==> src/rtl/tlrr_pkg.sv <==
package tlrr_pkg;
    // width of an index over n items, never zero
    function automatic int idx_bits(input int n);
        return (n > 1) ? $clog2(n) : 1;
    endfunction
endpackage

==> src/rtl/tlrr_rr_pick.sv <==
module tlrr_rr_pick #(
    parameter int GS    = 4,
    parameter int IDX_W = 2
) (
    input  logic [GS-1:0]    req_i,
    input  logic [IDX_W-1:0] last_i,
    output logic             any_o,
    output logic [IDX_W-1:0] idx_o
);
    logic found;

    // scan starting one past the last served member, wrapping round
    always_comb begin
        found = 1'b0;
        idx_o = '0;
        for (int k = 1; k <= GS; k++) begin
            if (!found && req_i[(int'(last_i) + k) % GS]) begin
                found = 1'b1;
                idx_o = IDX_W'((int'(last_i) + k) % GS);
            end
        end
        any_o = found;
    end
endmodule

==> src/rtl/tlrr_grp_rank.sv <==
module tlrr_grp_rank #(
    parameter int NG    = 2,
    parameter int GRP_W = 1
) (
    input  logic [NG-1:0]    any_i,
    input  logic [GRP_W-1:0] top_i,
    output logic             win_o,
    output logic [GRP_W-1:0] grp_o
);
    logic found;

    // rank order: top, top+1, ... wrapping
    always_comb begin
        found = 1'b0;
        grp_o = '0;
        for (int k = 0; k < NG; k++) begin
            if (!found && any_i[(int'(top_i) + k) % NG]) begin
                found = 1'b1;
                grp_o = GRP_W'((int'(top_i) + k) % NG);
            end
        end
        win_o = found;
    end
endmodule

==> src/rtl/tlrr_warp_sched.sv <==
module tlrr_warp_sched #(
    parameter int NUM_WARPS  = 8,
    parameter int GROUP_SIZE = 4,
    parameter int CNT_W      = 16,
    localparam int NG    = NUM_WARPS / GROUP_SIZE,
    localparam int GRP_W = tlrr_pkg::idx_bits(NG),
    localparam int IDX_W = tlrr_pkg::idx_bits(GROUP_SIZE),
    localparam int ID_W  = tlrr_pkg::idx_bits(NUM_WARPS)
) (
    input  logic                 clk,
    input  logic                 rst_n,
    input  logic [NUM_WARPS-1:0] ready_i,
    input  logic [NUM_WARPS-1:0] stall_i,
    input  logic [NUM_WARPS-1:0] done_i,
    input  logic                 retire_i,
    input  logic [CNT_W-1:0]     timeout_lim_i,
    output logic                 sel_valid_o,
    output logic [ID_W-1:0]      sel_id_o
);
    typedef struct packed {
        logic [GRP_W-1:0]           top;
        logic [NG-1:0][IDX_W-1:0]   ptr;
        logic [NUM_WARPS-1:0]       busy;
        logic [CNT_W-1:0]           cnt;
    } state_t;

    state_t st_d, st_q, st_rst;

    logic [NUM_WARPS-1:0]     elig;
    logic [NG-1:0]            g_any;
    logic [NG-1:0][IDX_W-1:0] g_idx;
    logic                     win_v;
    logic [GRP_W-1:0]         win_g;
    logic                     top_stalled;
    logic                     tmo;
    logic                     rotate;
    logic [CNT_W:0]           cnt_inc;

    assign elig = ready_i & ~stall_i & ~st_q.busy;

    for (genvar g = 0; g < NG; g++) begin : gen_grp
        tlrr_rr_pick #(.GS(GROUP_SIZE), .IDX_W(IDX_W)) u_pick (
            .req_i  (elig[g*GROUP_SIZE +: GROUP_SIZE]),
            .last_i (st_q.ptr[g]),
            .any_o  (g_any[g]),
            .idx_o  (g_idx[g])
        );
    end

    tlrr_grp_rank #(.NG(NG), .GRP_W(GRP_W)) u_rank (
        .any_i (g_any),
        .top_i (st_q.top),
        .win_o (win_v),
        .grp_o (win_g)
    );

    always_comb begin
        st_rst      = '0;
        for (int g = 0; g < NG; g++) st_rst.ptr[g] = IDX_W'(GROUP_SIZE - 1);

        sel_valid_o = win_v;
        sel_id_o    = win_v ? ID_W'(int'(win_g) * GROUP_SIZE + int'(g_idx[win_g])) : '0;

        top_stalled = &stall_i[int'(st_q.top) * GROUP_SIZE +: GROUP_SIZE];
        cnt_inc     = {1'b0, st_q.cnt} + (CNT_W+1)'(1);
        tmo         = retire_i && (cnt_inc >= {1'b0, timeout_lim_i});
        rotate      = top_stalled || tmo;

        st_d = st_q;
        if (rotate) begin
            st_d.top = (int'(st_q.top) == NG - 1) ? '0 : st_q.top + GRP_W'(1);
            st_d.cnt = '0;
        end else if (retire_i) begin
            st_d.cnt = cnt_inc[CNT_W-1:0];
        end
        st_d.busy = st_q.busy & ~done_i;
        if (win_v) begin
            st_d.ptr[win_g]     = g_idx[win_g];
            st_d.busy[sel_id_o] = 1'b1;
        end
    end

    always_ff @(posedge clk) begin
        if (!rst_n) st_q <= st_rst;
        else        st_q <= st_d;
    end


    sel_elig_chk: assert property (@(posedge clk) disable iff (!rst_n)
        sel_valid_o |-> (ready_i[sel_id_o] && !stall_i[sel_id_o]));


    rot_step_chk: assert property (@(posedge clk) disable iff (!rst_n)
        !$stable(st_q.top) |->
            (int'(st_q.top) == (int'($past(st_q.top)) + 1) % NG));


    cnt_clear_chk: assert property (@(posedge clk) disable iff (!rst_n)
        !$stable(st_q.top) |-> (st_q.cnt == '0));


    no_repeat_chk: assert property (@(posedge clk) disable iff (!rst_n)
        sel_valid_o |=> !(sel_valid_o && sel_id_o == $past(sel_id_o)));


    idle_chk: assert property (@(posedge clk) disable iff (!rst_n)
        ((ready_i & ~stall_i) == '0) |-> (!sel_valid_o && sel_id_o == '0));


    ptr_hold_chk: assert property (@(posedge clk) disable iff (!rst_n)
        !sel_valid_o |=> $stable(st_q.ptr));
endmodule

==> config.mk <==
export PLATFORM = sky130hd
export DESIGN_NAME = tlrr_warp_sched
export DESIGN_NICKNAME = d
export VERILOG_FILES = /design/src/rtl/tlrr_pkg.sv /design/src/rtl/tlrr_rr_pick.sv /design/src/rtl/tlrr_grp_rank.sv /design/src/rtl/tlrr_warp_sched.sv
export SDC_FILE = /design/constraint.sdc
export NUM_CORES = 1
export LEC_CHECK = 0
export ABC_AREA = 1
export BUFFER_PORTS_ARGS = -buffer_cell sky130_fd_sc_hd__buf_2
export CORE_ASPECT_RATIO = 1.5
export CORE_MARGIN = 2
export CORE_UTILIZATION = 53
export DETAILED_ROUTE_END_ITERATION = 8
export PLACE_DENSITY = 0.76
export SETUP_SLACK_MARGIN = 0.15
export SLEW_MARGIN = 5
export SYNTH_ARGS = -nofsm -noshare
export SYNTH_HDL_FRONTEND = slang
export SYNTH_SLANG_ARGS = --single-unit
==> constraint.sdc <==
create_clock -name clk -period 3.3 [get_ports clk]
set_input_delay 0.33 -clock clk [delete_from_list [all_inputs] [get_ports clk]]
set_output_delay 0.33 -clock clk [all_outputs]
set_load 0.05 [all_outputs]
# [Word-level counts from Yosys, hierarchy flattened]
# Index checks and enable logic that the tools add are counted.
[totals] regBits=29 in_bits=43 out_inout_bits=4 wordCells=137
[classes] add_sub_neg=12 order_cmp=15 n_shift=1 muxes=59 bitwise=17 reduce_logical=28
[op_table] cell="< comparator 3 x 4 -> 1 bit (second input constant)" n=9
[op_table] cell="two-way mux 1 bit" n=35
[op_table] cell="bitwise AND 8 bit" n=3
[op_table] cell="NOT 8 bit" n=3
[op_table] cell="two-way mux 2 bit" n=11
[op_table] cell="OR reduction 2 bit" n=9
[op_table] cell="adder 16 x 1 -> 17 bit (second input constant)" n=1
[op_table] cell=">= comparator 17 x 16 -> 1 bit" n=1
[op_table] cell="binary-select mux 1 bit (select 2 bit)" n=8
[op_table] cell="logical AND 1 bit" n=10
[op_table] cell="bitwise AND 1 bit (first input constant)" n=9
[op_table] cell="adder 2 x 1 -> 2 bit (second input constant)" n=4
[op_table] cell="adder 2 bit (second input constant)" n=4
[op_table] cell="two-way mux 8 bit" n=1
[op_table] cell="OR 8 bit" n=1
[op_table] cell="variable part select 8 x 4 -> 4 bit" n=1
[op_table] cell="zero test 1 bit" n=7
[op_table] cell="bitwise mux 4 bit" n=1
[op_table] cell="< comparator 1 x 2 -> 1 bit (second input constant)" n=2
[op_table] cell="AND reduction 4 bit" n=1
[op_table] cell="adder 3 x 2 -> 3 bit" n=1
[op_table] cell="demux 1 bit (select 3 bit)" n=1
[op_table] cell=">= comparator 3 x 1 -> 1 bit (second input constant)" n=1
[op_table] cell="< comparator 2 x 3 -> 1 bit (second input constant)" n=1
[op_table] cell="6 further kinds" n=7

# [Logic depth before layout (Yosys ltp)]
[depth] word_depth=32 ltp_mapped=20 mapped_depth_nobuf=20

# [Modules after synthesis]
# A second synthesis with hierarchy kept.
[hier_totals] cells_unflattened=420 area_unflattened_um2=2608.8
[by_module_without_submodules] mod="tlrr_warp_sched" n_inst=1 cells_per_inst=312 area_per_inst_um2=2047.0 seq_area_each_um2=580.6
[by_module_without_submodules] mod="tlrr_rr_pick" n_inst=2 cells_per_inst=52 area_per_inst_um2=271.5 seq_area_each_um2=0.0
[by_module_without_submodules] mod="tlrr_grp_rank" n_inst=1 cells_per_inst=4 area_per_inst_um2=18.8 seq_area_each_um2=0.0

# [Worst setup path before layout]
# No wires, ideal clock.
[synth_path] kind="reg2reg" from="reg st_q[0] (netlist name)" to="reg st_q[1] (netlist name)" arrival_ps=2678 slack_ps=552 stages_incl_launch_ff=20 n_path_buf=1 period_less_slack_ps=2748 cell_sequence="dfxtp_1 ha_1 nand3_2 nor3_4 nand2_1 nor2_1 nand2_1 nor2_1 xor2_1 ha_1 a21oi_1 o211ai_1 inv_1 o21ai_0 nor2_1 nand3_1 nand2_2 nand3_4 buf_6 a21oi_1"
[synth_via] elab_chain_cells=5
[synth_lines] item="start, declared" line="tlrr_warp_sched.sv:27" source="state_t st_d, st_q, st_rst;"
[synth_lines] item="start signal, assigned" line="tlrr_warp_sched.sv:84" source="if (!rst_n) st_q <= st_rst;"
[synth_lines] item="start signal, assigned" line="tlrr_warp_sched.sv:85" source="else st_q <= st_d;"
[synth_lines] item="adder 16 x 1 -> 17 bit" line="tlrr_warp_sched.sv:65" source="cnt_inc = {1'b0, st_q.cnt} + (CNT_W+1)'(1);"
[synth_lines] item="net cnt_inc[14]" line="tlrr_warp_sched.sv:37" source="logic [CNT_W:0] cnt_inc;"
[synth_lines] item=">= comparator 17 x 16 -> 1 bit" line="tlrr_warp_sched.sv:66" source="tmo = retire_i && (cnt_inc >= {1'b0, timeout_lim_i});"
[synth_lines] item="logical AND 1 bit" line="tlrr_warp_sched.sv:66"
[synth_lines] item="logical OR 1 bit" line="tlrr_warp_sched.sv:67" source="rotate = top_stalled || tmo;"
[synth_lines] item="OR reduction 2 bit (no source line)"
# The timed path passes the listed nets, and every way through them passes these cells.
# A chain may end at the register's enable or synchronous reset.

# [Worst setup path after layout]
[layout_path] from="reg st_q[2] (netlist name)" to="reg st_q[14] (netlist name)"
# Same word-level chain as after synthesis.

==> run metrics <==
XOR/XNOR share of the synthesized area=0.0631; Synth Area in Compound Gates=0.108; grt met1 use=0.267; Worst Path Arrival=3150 ps; DRC errors left=0; DP HPWL=4890 um; beginning of the critical path=st_q[2]$_SDFFE_PP0P_; wire per inst=~12 um; commonest non-fill, non-tap cells in the layout=nand2_1 (96), inv_1 (59), buf_2 (46); Reg clk slew, reported paths=approximately 60 ps; Worst Hold Class=primary input to flip-flop; via count=roughly 2,700; Slew HR=0.551; P per Cell Area=786 nW/um2; largest net degree at the start of global routing=19; Max-Cap Viols=0; Tightest Pin Transition=between 600 and 700 ps; share of cells above drive strength 1=0.228; yosys warns=0; synth-to-layout area growth=18.3%; Layout Nets=around 510; commonest non-fill, non-tap cell in the layout=nand2_1; Post-Place Cells=a little over 500; Final Critical Period=between 2000 and 3000 ps; number of flops mapped to enable cells by yosys=0; status=complete, no violations; fmax=around 340 MHz; Final Skew=6.36 ps; maximum clock path buffer count=2; # hold bufs at CTS=0; crit path max fanout=8; Yosys reg bits=29; first-pass GRT wire length=10,300 um; top-level port count=47; leading register cell type out of synthesis=dfxtp_1; adder-cell share of the synthesized area=0.0819; Mapped Avg Cell Area=6.51 um2; RSZ-0062 raised after global routing=no; Biggest register=st_q; Final Max Slew Viols=0; clk sinks=29; fin cells=roughly 520; Post-Synthesis Cells=roughly 400; router iterations before antenna repair=4; reg-to-reg startpoint=st_q[2]$_SDFFE_PP0P_; GRT busiest layer=met2; mux share of post-synthesis cell area=0; Startpoint Class=flip-flop; R2R cell count=17; row count=31; Final setup violation count=0; Die Height=~90 um; syn_nets=around 460; sequential fraction of the synthesis area=0.224; Synth Cell Area=2600 um2; CTS Buf Count=5; vias in the first global route=around 2,500; Clk Latency, worst-skew pair=about 280 ps; M3 GR Usage=0.0288; GRT overflow=0; CP required=3510 ps; H-tree levels=2; core area=about 4800 um2; crit end category=flip-flop; initial antenna violation count=0; # port buffers=46; Netlist cell types=38; WS Path Type=flip-flop to flip-flop; Antenna Nets Post-Route=0; WL final=~6000 um; initial core utilization=0.544; part of the cycle the worst path needs=0.892; Largest register FFs=29; hold path cells=4; reg2reg setup slack=between 300 and 400 ps; Static Leak=approximately 1.6 nW; diode count=0; grt met2 use=0.426; Root Driver=clkbuf_8; largest family of logic cells by synthesized area=simple AND/OR/NAND/NOR gates; Die ar.=around 5500 um2; initial DRC count=86; largest registers=st_q: 29 flops; Hold Path Origin=done_i[0]; Placer Congestion=roughly 0.85; setup total negative slack=0 ps; all-layer global routing usage=0.237; CTS tree=built; worst vdd ir=891 uV; drt via density=roughly 5.2; Die W=61.1 um; Worst setup endpoint=st_q[14]$_SDFFE_PP0P_; reg-to-reg endpoint=st_q[14]$_SDFFE_PP0P_; Power, Total=around 0.0024 W; simple-gate share of the synthesized area=0.413; Final Hold Vio Count=0; asr flop ratio synth=0
==> critical path, cell delays in order (launching register included) <==
cell and delay [ps]:
dfxtp_2 380, nand3_2 120, nor3_4 290, inv_2 80
nor3_4 270, nand3_2 110, nor3_2 150, xor2_1 220
ha_1 310, inv_1 70, o211ai_1 90, inv_1 60
o21ai_0 80, nor2_1 100, nand3_1 110, nand2_4 120
nand3_4 150, a21oi_1 160
==> worst min path at each step <==
stage,end
5_1_grt,st_q[20]$_SDFF_PN0_
2_1_floorplan,st_q[26]$_SDFFE_PN1P_
4_1_cts,st_q[20]$_SDFF_PN0_
6_report,st_q[16]$_SDFF_PN0_
3_5_place_dp,st_q[16]$_SDFF_PN0_
3_3_place_gp,st_q[17]$_SDFF_PN0_
==> cell type report <==
class	count	area [um2]
multi-input combinational	299	1790
fill	477	1700
sequential	29	584
timing repair buffer	50	260
inverter	66	250
clock buffer	7	96.3
tap	66	82.6
clock inverter	1	5.00
==> logic make-up (layout without fill, tap and decap cells) <==
logic type | Yosys count | in the layout
AND/OR/NAND/NOR | 216 | 217
buffers and inverters | 72 | 124
AO/OA/AOI/OAI | 48 | 48
flip-flops | 29 | 29
adder cells (fa/ha/maj) | 17 | 17
XOR/XNOR | 17 | 17
==> metrics by stage <==
| step | hold slack, ps | setup slack (ps) | util | area (um2) |
|---|---|---|---|---|
| after floorplan | 399 | 552 | - | 2600 |
| after global placement | 454 | 370 | 0.604 | 2880 |
| after detailed placement | 466 | 265 | 0.604 | 2880 |
| after CTS | 304 | 244 | 0.625 | 2980 |
| after global routing | 319 | 82.7 | 0.644 | 3070 |
| final | 306 | 357 | 0.644 | 3070 |
==> power by group <==
| group | internal (W) | switching [W] | leakage [nW] | total (W) |
|---|---|---|---|---|
| Combinational | 0.000509 | 0.00111 | 1.31 | 0.00162 |
| Clock | 0.000188 | 0.000133 | 0.0542 | 0.000321 |
| Sequential | 0.000410 | 0.0000583 | 0.238 | 0.000469 |
| Total | 0.00111 | 0.00130 | 1.60 | 0.00241 |
==> layer usage <==
metal	share of wire	routed length (um)
met5	0	0
met4	0.024	145
met3	0.036	220
met2	0.54	3290
met1	0.40	2410
==> Yosys cell counts, types with 2 or more instances <==
| cell type | instances | area [um2] |
|---|---|---|
| xor2_1 | 12 | 105 |
| nand4_1 | 18 | 113 |
| xnor2_2 | 2 | 32.5 |
| inv_1 | 59 | 221 |
| o21ai_0 | 13 | 65.1 |
| xnor2_1 | 3 | 26.3 |
| ha_1 | 17 | 213 |
| nand3_4 | 2 | 35.0 |
| nand3_1 | 38 | 190 |
| a211oi_1 | 2 | 15.0 |
| clkbuf_1 | 3 | 11.3 |
| o211ai_1 | 3 | 22.5 |
| a21oi_4 | 2 | 32.5 |
| nor3_2 | 2 | 20.0 |
| dfxtp_1 | 29 | 581 |
| inv_2 | 4 | 15.0 |
| nand2_2 | 8 | 50.1 |
| a21oi_1 | 25 | 125 |
| clkinv_1 | 2 | 7.51 |
| nor2_1 | 35 | 131 |
| nor4_1 | 2 | 12.5 |
| nand2_1 | 96 | 360 |
| or2_2 | 4 | 25.0 |
| nor3_4 | 2 | 32.5 |
| nand2_4 | 3 | 33.8 |
==> repair_timing <==
| item | in CTS | in global routing |
|---|---|---|
| gates resized for setup | 0 | 14 |
| setup endpoints to repair | 0 | 17 |
| setup buffers | 0 | 3 |
Power figures use the tool's default switching activity.
